$ cat src/rtl/portctl_pkg.sv
package portctl_pkg;
  // Strobes from the control half to the datapath half
  typedef struct packed {
    logic captureIn;   // take busIn into the input holding register
    logic loadFifo;    // load output register from incoming FIFO head
    logic loadBypass;  // load output register from the mailbox word
  } dpStrobe_t;
endpackage

$ cat src/rtl/portctl_ctrl.sv
module portctl_ctrl
  import portctl_pkg::*;
#(
  parameter int ADDR_W      = 3,
  parameter int BYPASS_CODE = 1
) (
  input  logic              clk,
  input  logic              rstN,
  input  logic              rwSel,
  input  logic              enN,
  input  logic              oeN,
  input  logic [ADDR_W-1:0] addr,
  input  logic              fifoFull,
  input  logic              fifoEmpty,
  output logic              busOe,
  output logic              fifoWrEn,
  output logic              fifoRdEn,
  output logic              bypassXfer,
  output logic              protoErr,
  output logic              ovfErr,
  output dpStrobe_t         stb
);
  localparam logic [ADDR_W-1:0] BYP = ADDR_W'(BYPASS_CODE);

  logic wrReq, rdReq, bypassSel, wrLegal, wrBlocked, wrFullDrop;

  always_comb begin
    wrReq      = !rwSel && !enN;
    rdReq      = rwSel && !enN;
    bypassSel  = (addr == BYP);
    wrBlocked  = wrReq && busOe;
    wrLegal    = wrReq && !busOe;
    wrFullDrop = wrLegal && !bypassSel && fifoFull;
    fifoWrEn   = wrLegal && !bypassSel && !fifoFull;
    bypassXfer = wrLegal && bypassSel;
    fifoRdEn   = rdReq && !bypassSel && !fifoEmpty;
    stb.captureIn  = fifoWrEn || bypassXfer;
    stb.loadFifo   = fifoRdEn;
    stb.loadBypass = rdReq && bypassSel;
  end

  always_ff @(posedge clk or negedge rstN) begin
    if (!rstN) begin
      busOe    <= 1'b0;
      protoErr <= 1'b0;
      ovfErr   <= 1'b0;
    end else begin
      busOe    <= rwSel && !oeN;
      protoErr <= wrBlocked;
      ovfErr   <= wrFullDrop;
    end
  end

  AST_DRIVE_SOURCE: assert property (@(posedge clk) disable iff (!rstN)
    busOe |-> $past(rwSel && !oeN));
  AST_WRITE_LOW_FLOATS: assert property (@(posedge clk) disable iff (!rstN)
    !rwSel |=> !busOe);
  AST_NO_WRITE_AFTER_DRIVE: assert property (@(posedge clk) disable iff (!rstN)
    (busOe && !rwSel && !enN) |-> (!fifoWrEn && !bypassXfer) ##1 protoErr);
  AST_NO_OVERFLOW: assert property (@(posedge clk) disable iff (!rstN)
    fifoFull |-> !fifoWrEn);
  AST_NO_UNDERFLOW: assert property (@(posedge clk) disable iff (!rstN)
    fifoEmpty |-> !fifoRdEn);
  AST_ONE_STROBE: assert property (@(posedge clk) disable iff (!rstN)
    $onehot0({fifoWrEn, bypassXfer, fifoRdEn}));
  AST_IDLE_QUIET: assert property (@(posedge clk) disable iff (!rstN)
    enN |-> !(fifoWrEn || bypassXfer || fifoRdEn));
endmodule

$ cat src/rtl/portctl_dp.sv
module portctl_dp
  import portctl_pkg::*;
#(
  parameter int DATA_W = 18
) (
  input  logic              clk,
  input  logic              rstN,
  input  dpStrobe_t         stb,
  input  logic [DATA_W-1:0] busIn,
  input  logic [DATA_W-1:0] fifoRdData,
  input  logic [DATA_W-1:0] bypassIn,
  output logic [DATA_W-1:0] busOut,
  output logic [DATA_W-1:0] wrData,
  output logic [DATA_W-1:0] inHold
);
  logic [DATA_W-1:0] outReg;

  always_ff @(posedge clk or negedge rstN) begin
    if (!rstN) begin
      inHold <= '0;
      outReg <= '0;
    end else begin
      if (stb.captureIn) inHold <= busIn;
      if (stb.loadBypass) outReg <= bypassIn;
      else if (stb.loadFifo) outReg <= fifoRdData;
    end
  end

  assign busOut = outReg;
  assign wrData = busIn;

  AST_OUT_HOLD: assert property (@(posedge clk) disable iff (!rstN)
    !(stb.loadFifo || stb.loadBypass) |=> $stable(outReg));
  AST_IN_HOLD: assert property (@(posedge clk) disable iff (!rstN)
    !stb.captureIn |=> $stable(inHold));
  AST_CAPTURE: assert property (@(posedge clk) disable iff (!rstN)
    stb.captureIn |=> (inHold == $past(busIn)));
endmodule

$ cat src/rtl/portctl_top.sv
module portctl_top
  import portctl_pkg::*;
#(
  parameter int DATA_W      = 18,
  parameter int ADDR_W      = 3,
  parameter int BYPASS_CODE = 1
) (
  input  logic              clk,
  input  logic              rstN,
  input  logic              rwSel,
  input  logic              enN,
  input  logic              oeN,
  input  logic [ADDR_W-1:0] addr,
  input  logic [DATA_W-1:0] busIn,
  output logic [DATA_W-1:0] busOut,
  output logic              busOe,
  output logic              fifoWrEn,
  output logic [DATA_W-1:0] wrData,
  input  logic              fifoFull,
  output logic              fifoRdEn,
  input  logic [DATA_W-1:0] fifoRdData,
  input  logic              fifoEmpty,
  output logic              bypassXfer,
  input  logic [DATA_W-1:0] bypassIn,
  output logic [DATA_W-1:0] inHold,
  output logic              protoErr,
  output logic              ovfErr
);
  dpStrobe_t stb;

  portctl_ctrl #(.ADDR_W(ADDR_W), .BYPASS_CODE(BYPASS_CODE)) u_ctrl (
    .clk(clk), .rstN(rstN), .rwSel(rwSel), .enN(enN), .oeN(oeN), .addr(addr),
    .fifoFull(fifoFull), .fifoEmpty(fifoEmpty), .busOe(busOe),
    .fifoWrEn(fifoWrEn), .fifoRdEn(fifoRdEn), .bypassXfer(bypassXfer),
    .protoErr(protoErr), .ovfErr(ovfErr), .stb(stb)
  );

  portctl_dp #(.DATA_W(DATA_W)) u_dp (
    .clk(clk), .rstN(rstN), .stb(stb), .busIn(busIn), .fifoRdData(fifoRdData),
    .bypassIn(bypassIn), .busOut(busOut), .wrData(wrData), .inHold(inHold)
  );
endmodule

$ cat config.mk
export PLATFORM = sky130hd
export DESIGN_NAME = portctl_top
export DESIGN_NICKNAME = d
export VERILOG_FILES = /design/src/rtl/portctl_pkg.sv /design/src/rtl/portctl_ctrl.sv /design/src/rtl/portctl_dp.sv /design/src/rtl/portctl_top.sv
export SDC_FILE = /design/constraint.sdc
export NUM_CORES = 1
export LEC_CHECK = 0
export ABC_AREA = 1
export BUFFER_PORTS_ARGS = -buffer_cell sky130_fd_sc_hd__buf_2
export CAP_MARGIN = 40
export CORE_ASPECT_RATIO = 0.7
export CORE_MARGIN = 1
export CORE_UTILIZATION = 35
export DETAILED_ROUTE_END_ITERATION = 16
export PLACE_DENSITY = 0.78
export SKIP_CTS_REPAIR_TIMING = 1
export SYNTH_ARGS = -nofsm -noshare
export SYNTH_HDL_FRONTEND = slang
export SYNTH_SLANG_ARGS = --single-unit
$ cat constraint.sdc
create_clock -name clk -period 2.6 [get_ports clk]
set_input_delay 0.26 -clock clk [delete_from_list [all_inputs] [get_ports clk]]
set_output_delay 0.26 -clock clk [all_outputs]
set_load 0.02 [all_outputs]
==> results.toml, run 1 <==
[run_status]
status = "finished, final reports clean"

[global_routing]
maximum_number_of_pins_on_one_net_before_global_route_repair = 21
groute.usage.overall = 0.152
number_of_antenna_violations_at_the_first_check_in_global_routing = 0
first_pass_grt_wire_length_mm = 7.22
first_global_vias = 1661
gr-total-overflow = 0

[run]
max-cap-violations = 0

[pwr]
combPwrFrac = 0.272
power_frac_clock = 0.315
report.power.total_mw = 1.86
p_seq_frac = 0.413
power_density_mw_per_mm2 = 680
power.share.switching = 0.315
max-vdd-ir-drop_mv = 0.225
total_switching_power_uw = 587
p_leak_nw = 1.64
cellInternalPower_mw = 1.28

[sta]
post-route-period-util = 0.597
max_freq_mhz = 644
setup-violations-final = 0
unrepaired_setup_endpoints_after_global_routing = "false"
final-max-slew-violation-count = 0
post_route_skew_ns = 0.00188
timing.hold.ws_ns = 0.116
post-route-min-period_ns = 1.55
relSlewSlack = 0.503
pin_slew_with_the_least_headroom_to_its_limit_ns = 0.745
setup-tns-final_ns = 0
final_hold_viol_count = 0

[clock_network]
tritoncts.num_buffers = 5
cts_root_buffer = "clkbuf_8"
cts_tree = "done"
clk_latency_ns = 0.28
cts.clk_slew.worst_paths_ns = 0.07
clock_sink_count = 39
cts_htree_levels = 2
clock_tree.buffer_depth = 2

[worst_hold_path]
holdPathEnd = "u_ctrl.busOe"
whs_path_depth = 2
hold_class = "input pin to flop"
hold_path.startpoint = "oeN"

[yosys]
synthDistinctLibCells = 16
yosys-top-cells-count = "nand2_1, nor2_1, dfrtp_1"
synth_flop_cell = "dfrtp_1"
postSynthRegisterBits = 39
avgSynthCellArea_um2 = 7.59
net_count_after_synthesis = 337
mappedNetlistArea_mm2 = 0.00207
post-synth-top-count-cell = "nand2_1"
syn-instance-count = 273
netlist.area_leader.share = 0.471
yosys_warnings = 0
synth_async_sr_flop_share = 1.00
synth_top_area_cell = "dfrtp_1"
synth-edff-count = 0
yosys-top-cells-area = "dfrtp_1, nand2_1, nor2_1, buf_4, inv_1"
synth_seq_area_share = 0.471

[placement]
dpl.cell_count = 447
hpwlAfterDp_mm = 3.69
globalplace.congestion = 0.735
numPortBuffers = 123

[critical_path]
critical_path_required_ns = 2.34
worstRegToRegCells = 5
r2r-start = "u_ctrl.busOe"
worstPathMaxFanout = 3
worstSetupStartpointType = "flop"
setup.reg_to_reg.worst_slack_ns = 1.34
worst_endpoint_data_arrival_time_ns = 1.29
reg_to_reg_critical_path_endpoint = "u_dp.inHold[8]"
worst-setup-path-type = "flop to output port"
end_kind = "output port"

[floorplanning]
floorplan.die_area_mm2 = 0.00624
starting_utilization_of_the_core_area = 0.362
die_h_um = 66.4
number_of_placed_i_o_pins = 124
die-width_um = 94.0
num_rows = 23
core_mm2 = 0.00573

[routing]
routedWlPerCell_um = 10.2
drt_wl_total_mm = 4.67
drt_antenna_net_count = 0
post-route-drc-count = 0
routed-via-count = 1943
drt-initial-drc-count = 57
avgViaCountPerCell = 4.26
tritonroute_pass_1_iters = 4

[cells_and_area]
total_nets_final = 444
drive_above_1_share = 0.388
stdcell_count = 456
layout.filler_cells = 563
finish.utilization = 0.478
antenna_cells = 0
synthToLayoutAreaGrowth_pct = 32.1
[worst max path at each step]
stage	startpoint	endpoint	slack, ns	cells past startpoint
after detailed placement	enN	fifoRdEn	1.12	5
after floorplan	u_ctrl.busOe	fifoWrEn	1.25	5
after global routing	u_ctrl.busOe	fifoWrEn	0.90	6
after global placement	enN	fifoRdEn	1.16	5
after CTS	u_ctrl.busOe	fifoWrEn	1.01	6
final	u_ctrl.busOe	fifoWrEn	1.05	6
[power groups by stage]
| stage | Sequential (mW) | Clock [mW] | Combinational, mW |
|---|---|---|---|
| CTS | 0.770 | 0.612 | 0.514 |
| floorplan | 0.915 | 0 | 0.180 |
| detailed placement | 0.781 | 0 | 0.515 |
| global placement | 0.778 | 0 | 0.496 |
| finish | 0.769 | 0.587 | 0.508 |
| global route | 0.784 | 0.635 | 0.560 |
[kinds of logic (layout without fill, tap and decap cells)]
family,Yosys count,after routing,synth area share
AND/OR/NAND/NOR,180,180,0.365
AO/OA/AOI/OAI,2,2,0.0121
flip-flops,39,39,0.471
buffers and inverters,52,160,0.152
[stage by stage]
step / instance area [um^2] / worst slack, ns
2_1_floorplan: 2070 / 1.25
3_3_place_gp: 2570 / 1.16
3_5_place_dp: 2600 / 1.12
4_1_cts: 2730 / 1.01
5_1_grt: 2740 / 0.899
6_report: 2740 / 1.05
[cell usage in the layout, fill, tap and decap left out, types with 2 or more instances in the layout]
cell / count
clkbuf_8: 5
buf_2: 123
nor2_1: 56
nand3_2: 2
dfrtp_1: 39
nand2_1: 111
bufinv_16: 2
inv_2: 3
nor2_4: 3
nand3_4: 2
nor2_2: 4
inv_1: 24
[registers in the layout, summed over array words and instances (netlist names)]
signal / count
u_ctrl.busOe: 1
u_ctrl.ovfErr: 1
u_ctrl.protoErr: 1
u_dp.busOut: 18
u_dp.inHold: 18
[critical path, stage by stage (launching register included)]
cell	delay [ns]
dfrtp_1	0.38
inv_1	0.08
nand3_2	0.12
inv_1	0.11
nand2_1	0.07
nor2_1	0.08
buf_2	0.17
[metal layers]
| layer | vias to the layer above | routed length (um) | GRT usage |
|---|---|---|---|
| met5 | - | 0 | 0 |
| met4 | 0 | 29 | 0.0404 |
| met3 | 4 | 361 | 0.0425 |
| met2 | 83 | 2120 | 0.263 |
| met1 | 864 | 2150 | 0.185 |
| li1 | 992 | - | - |
[area by class of cell]
class | count | area (um^2) | area share
multi-input combinational | 182 | 782 | 0.286
sequential | 39 | 976 | 0.356
tap | 75 | 93.8 | 0.0343
clock buffer | 6 | 72.6 | 0.0265
inverter | 27 | 101 | 0.0370
timing repair buffer | 125 | 653 | 0.238
clock inverter | 2 | 60.1 | 0.0219
Power figures use the tool's default switching activity.
==> inputs of run 2 (changes only) <==
clock period = 1.6 ns   (was 2.6 ns; I/O delays follow)
==> run 2 against run 1 <==
Register-to-register slack lost 1.0 ns; sequential share of layout area grew 0.16 points; setup slack lost 0.90 ns; via count shrank 2.2%; highest routed layer unchanged.
==> results.toml, run 2 (synthesized netlist as in run 1, its figures left out) <==
[run_status]
status = "finished, final reports clean"

[clock_network]
cts_tree = "done"
cts_root_buffer = "clkbuf_8"
cts.clk_slew.worst_paths_ns = 0.07
clock_tree.buffer_depth = 2
cts_htree_levels = 2
clk_latency_ns = 0.28
clock_sink_count = 39
tritoncts.num_buffers = 5

[global_routing]
first_global_vias = 1626
gr-total-overflow = 0
first_pass_grt_wire_length_mm = 7.42
number_of_antenna_violations_at_the_first_check_in_global_routing = 0
groute.usage.overall = 0.157
maximum_number_of_pins_on_one_net_before_global_route_repair = 22

[pwr]
report.power.total_mw = 3.03
p_seq_frac = 0.414
p_leak_nw = 1.63
power_frac_clock = 0.316
cellInternalPower_mw = 2.07
max-vdd-ir-drop_mv = 0.422
power.share.switching = 0.316
combPwrFrac = 0.270
power_density_mw_per_mm2 = 1110
total_switching_power_uw = 955

[sta]
worst_slack_ns = 0.151
relSlewSlack = 0.517
post-route-period-util = 0.906
max_freq_mhz = 690
post_route_skew_ns = 0.00250
unrepaired_setup_endpoints_after_global_routing = "false"
setup-tns-final_ns = 0
post-route-min-period_ns = 1.45
timing.hold.ws_ns = 0.0270
final_hold_viol_count = 0
pin_slew_with_the_least_headroom_to_its_limit_ns = 0.724
setup-violations-final = 0
final-max-slew-violation-count = 0

[worst_hold_path]
hold_class = "input pin to flop"

[routing]
routedWlPerCell_um = 10.3
drt-initial-drc-count = 43
avgViaCountPerCell = 4.16
routed-via-count = 1901
drt_antenna_net_count = 0
post-route-drc-count = 0
tritonroute_pass_1_iters = 4
drt_wl_total_mm = 4.72

[floorplanning]
floorplan.die_area_mm2 = 0.00624
number_of_placed_i_o_pins = 124
die_h_um = 66.4
starting_utilization_of_the_core_area = 0.362
core_mm2 = 0.00573
die-width_um = 94.0
num_rows = 23

[cells_and_area]
total_nets_final = 445
antenna_cells = 0
drive_above_1_share = 0.393
layout.filler_cells = 588
finish.utilization = 0.476
synthToLayoutAreaGrowth_pct = 31.5
mostFrequentLayoutCell = "buf_2"
layout_common_cells = "buf_2, nand2_1, nor2_1, dfrtp_1, inv_1"

[critical_path]
worst_endpoint_data_arrival_time_ns = 1.29
critical_path_required_ns = 1.44
end_kind = "output port"
worstSetupStartpointType = "flop"
worstPathMaxFanout = 3
worst-setup-path-type = "flop to output port"

[placement]
globalplace.congestion = 0.820
pre_cts_slack_ns = 0.271
numPortBuffers = 123
hpwlAfterDp_mm = 3.65

[run]
max-cap-violations = 0
==> run 2: cell type report <==
cell class | instances | area (um^2) | share of cell area
repair buffers | 126 | 641 | 0.235
inverters | 27 | 101 | 0.0372
flip-flops and latches | 39 | 976 | 0.358
clock buffers | 6 | 72.6 | 0.0266
multi-input cells | 182 | 782 | 0.287
clock inverters | 2 | 60.1 | 0.0220
well taps | 75 | 93.8 | 0.0344
==> run 2: worst paths after layout <==
check                                     from              to  slack (ns)  depth (start not counted)
worst max-delay path              u_ctrl.busOe        fifoWrEn        0.15                          6
max in group asynchronous                 rstN  u_dp.busOut[2]        0.59                          3
worst min-delay path                       oeN    u_ctrl.busOe        0.03                          2
min in group asynchronous                 rstN  u_dp.busOut[0]        0.37                          2
worst min register to register  u_dp.inHold[5]  u_dp.inHold[5]        0.47                          2
worst max register to register    u_ctrl.busOe  u_dp.inHold[3]        0.31                          5
==> run 2: power groups by stage <==
stage	logic, mW	registers [mW]	clock network (mW)
global route	0.908	1.28	1.05
CTS	0.828	1.25	1.00
floorplan	0.292	1.49	0
global placement	0.812	1.26	0
detailed placement	0.829	1.27	0
finish	0.817	1.25	0.957
==> run 2: critical path, cell delays in order, from the launching register on <==
cell and delay, ns:
dfrtp_1 0.39, inv_1 0.09, nand3_2 0.13, inv_2 0.09
nand2_1 0.06, nor2_1 0.08, buf_2 0.17
==> run 2: stage by stage <==
stage,area [um^2],std cells
floorplan,2070,273
CTS,2720,456
detailed placement,2580,448
global route,2730,457
global placement,2580,448
finish,2730,457
==> run 2: per-layer routing <==
layer / track usage / vias up / part of all wire
li1: - / 994 / -
met1: 0.208 / 822 / 0.50
met2: 0.254 / 80 / 0.42
met3: 0.0402 / 5 / 0.077
met4: 0.0462 / 0 / 0.0061
met5: 0 / - / 0
==> inputs of run 3 (changes only) <==
CTS_BUF_LIST = sky130_fd_sc_hd__clkbuf_8   (was unset)
==> run 3 against run 2 <==
Fmax unchanged; setup slack did not move; combinational power about the same; flip-flop and latch count did not move.
==> results.toml, run 3 (synthesized netlist as in run 1, its figures left out) <==
[run_status]
status = "finished, final reports clean"

[floorplanning]
num_rows = 23
core_mm2 = 0.00573
die_h_um = 66.4
starting_utilization_of_the_core_area = 0.362
floorplan.die_area_mm2 = 0.00624
die-width_um = 94.0
number_of_placed_i_o_pins = 124

[critical_path]
end_kind = "output port"
cp_cell_sequence = "inv_1 > nand3_2 > inv_2 > nand2_1 > nor2_1 > buf_2"
critical_path_required_ns = 1.44
worst_endpoint_data_arrival_time_ns = 1.29
worst-setup-path-type = "flop to output port"
worstRegToRegCells = 5
worstSetupStartpointType = "flop"
worstPathMaxFanout = 3
reg_to_reg_critical_path_endpoint = "u_dp.inHold[3]"
r2r-start = "u_ctrl.busOe"
worst_path_largest_cell_delay_ns = 0.39
worst_path_max_delay_cell = "dfrtp_1"
setup.reg_to_reg.worst_slack_ns = 0.31

[worst_hold_path]
hold_class = "input pin to flop"
hold_path.startpoint = "oeN"
whs_path_depth = 2
holdPathEnd = "u_ctrl.busOe"

[cells_and_area]
drive_above_1_share = 0.393
stdcell_count = 457
mostFrequentLayoutCell = "buf_2"
antenna_cells = 0
synthToLayoutAreaGrowth_pct = 31.5
layout_common_cells = "buf_2, nand2_1, nor2_1, dfrtp_1, inv_1"
layout.filler_cells = 588
total_nets_final = 445

[routing]
routedWlPerCell_um = 10.3
drt_antenna_net_count = 0
tritonroute_pass_1_iters = 4
drt-initial-drc-count = 41
drt_wl_total_mm = 4.72
post-route-drc-count = 0
routed-via-count = 1901
avgViaCountPerCell = 4.16

[global_routing]
gr-total-overflow = 0
number_of_antenna_violations_at_the_first_check_in_global_routing = 0
groute.usage.overall = 0.157
maximum_number_of_pins_on_one_net_before_global_route_repair = 22
first_pass_grt_wire_length_mm = 7.42
first_global_vias = 1627

[pwr]
max-vdd-ir-drop_mv = 0.422
report.power.total_mw = 3.02
power_density_mw_per_mm2 = 1110
p_leak_nw = 1.63

[placement]
dpl.cell_count = 448
numPortBuffers = 123
hpwlAfterDp_mm = 3.65
globalplace.congestion = 0.820

[run]
max-cap-violations = 0

[sta]
pin_slew_with_the_least_headroom_to_its_limit_ns = 0.724
timing.hold.ws_ns = 0.0270
setup-tns-final_ns = 0
final_hold_viol_count = 0
setup-violations-final = 0
post-route-min-period_ns = 1.45
final-max-slew-violation-count = 0
post_route_skew_ns = 0.00276
unrepaired_setup_endpoints_after_global_routing = "false"
max_freq_mhz = 690
post-route-period-util = 0.906
relSlewSlack = 0.517

[clock_network]
tritoncts.num_buffers = 5
clock_sink_count = 39
cts.clk_slew.worst_paths_ns = 0.07
cts_htree_levels = 2
cts_root_buffer = "clkbuf_8"
cts_tree = "done"
clk_latency_ns = 0.28
clock_tree.buffer_depth = 2
run 3: cell count changes in the layout (fill, tap and decap cells not counted), sizes merged:
| cell | previous run | this run |
|---|---|---|
| clkbuf | 6 | 5 |
| inv | 27 | 28 |
run 3: power by group:
part           switching [mW]  internal [mW]  total, mW
registers              0.0916           1.16       1.25
clock network           0.334          0.617      0.951
logic                   0.529          0.288      0.817
total                   0.955           2.06       3.02
run 3: final cells by class:
type | instances | area (um^2) | share of cell area
Clock buffer | 5 | 68.8 | 0.0252
Clock inverter | 3 | 63.8 | 0.0234
Inverter | 27 | 101 | 0.0372
Multi-Input combinational cell | 182 | 782 | 0.287
Sequential cell | 39 | 976 | 0.358
Tap cell | 75 | 93.8 | 0.0344
Timing Repair Buffer | 126 | 641 | 0.235
run 3: per-stage QoR:
stage / utilization / worst slack [ns] / area, um^2
after global placement: 0.451 / 0.299 / 2580
after detailed placement: 0.451 / 0.271 / 2580
after CTS: 0.474 / 0.0953 / 2720
after floorplan: - / 0.351 / 2070
after global routing: 0.476 / 0.0256 / 2730
final: 0.476 / 0.151 / 2730
run 3: worst max-delay path, delay by kind of cell (launching register included):
| family | cells | cell delay [ns] |
|---|---|---|
| buf+inv | 3 | 0.35 |
| simple gates | 3 | 0.27 |
| flops | 1 | 0.39 |
run 3: worst max-delay path by stage:
stage / startpoint / to / slack, ns / depth (start not counted)
after detailed placement: enN / u_dp.busOut[2] / 0.27 / 8
after global placement: enN / u_dp.busOut[5] / 0.30 / 8
after global routing: u_ctrl.busOe / fifoWrEn / 0.03 / 6
after CTS: u_ctrl.busOe / fifoWrEn / 0.1 / 6
final: u_ctrl.busOe / fifoWrEn / 0.15 / 6
after floorplan: u_ctrl.busOe / fifoWrEn / 0.35 / 5
run 3: layer usage:
layer  GRT usage  part of all wire  up-vias  routed length (um)
met5           0                 0        -                   0
met4      0.0462            0.0061        0                  29
met3      0.0402             0.077        5                 365
met2       0.254              0.42       80                1970
met1       0.208              0.50      822                2360
li1            -                 -      994                   -
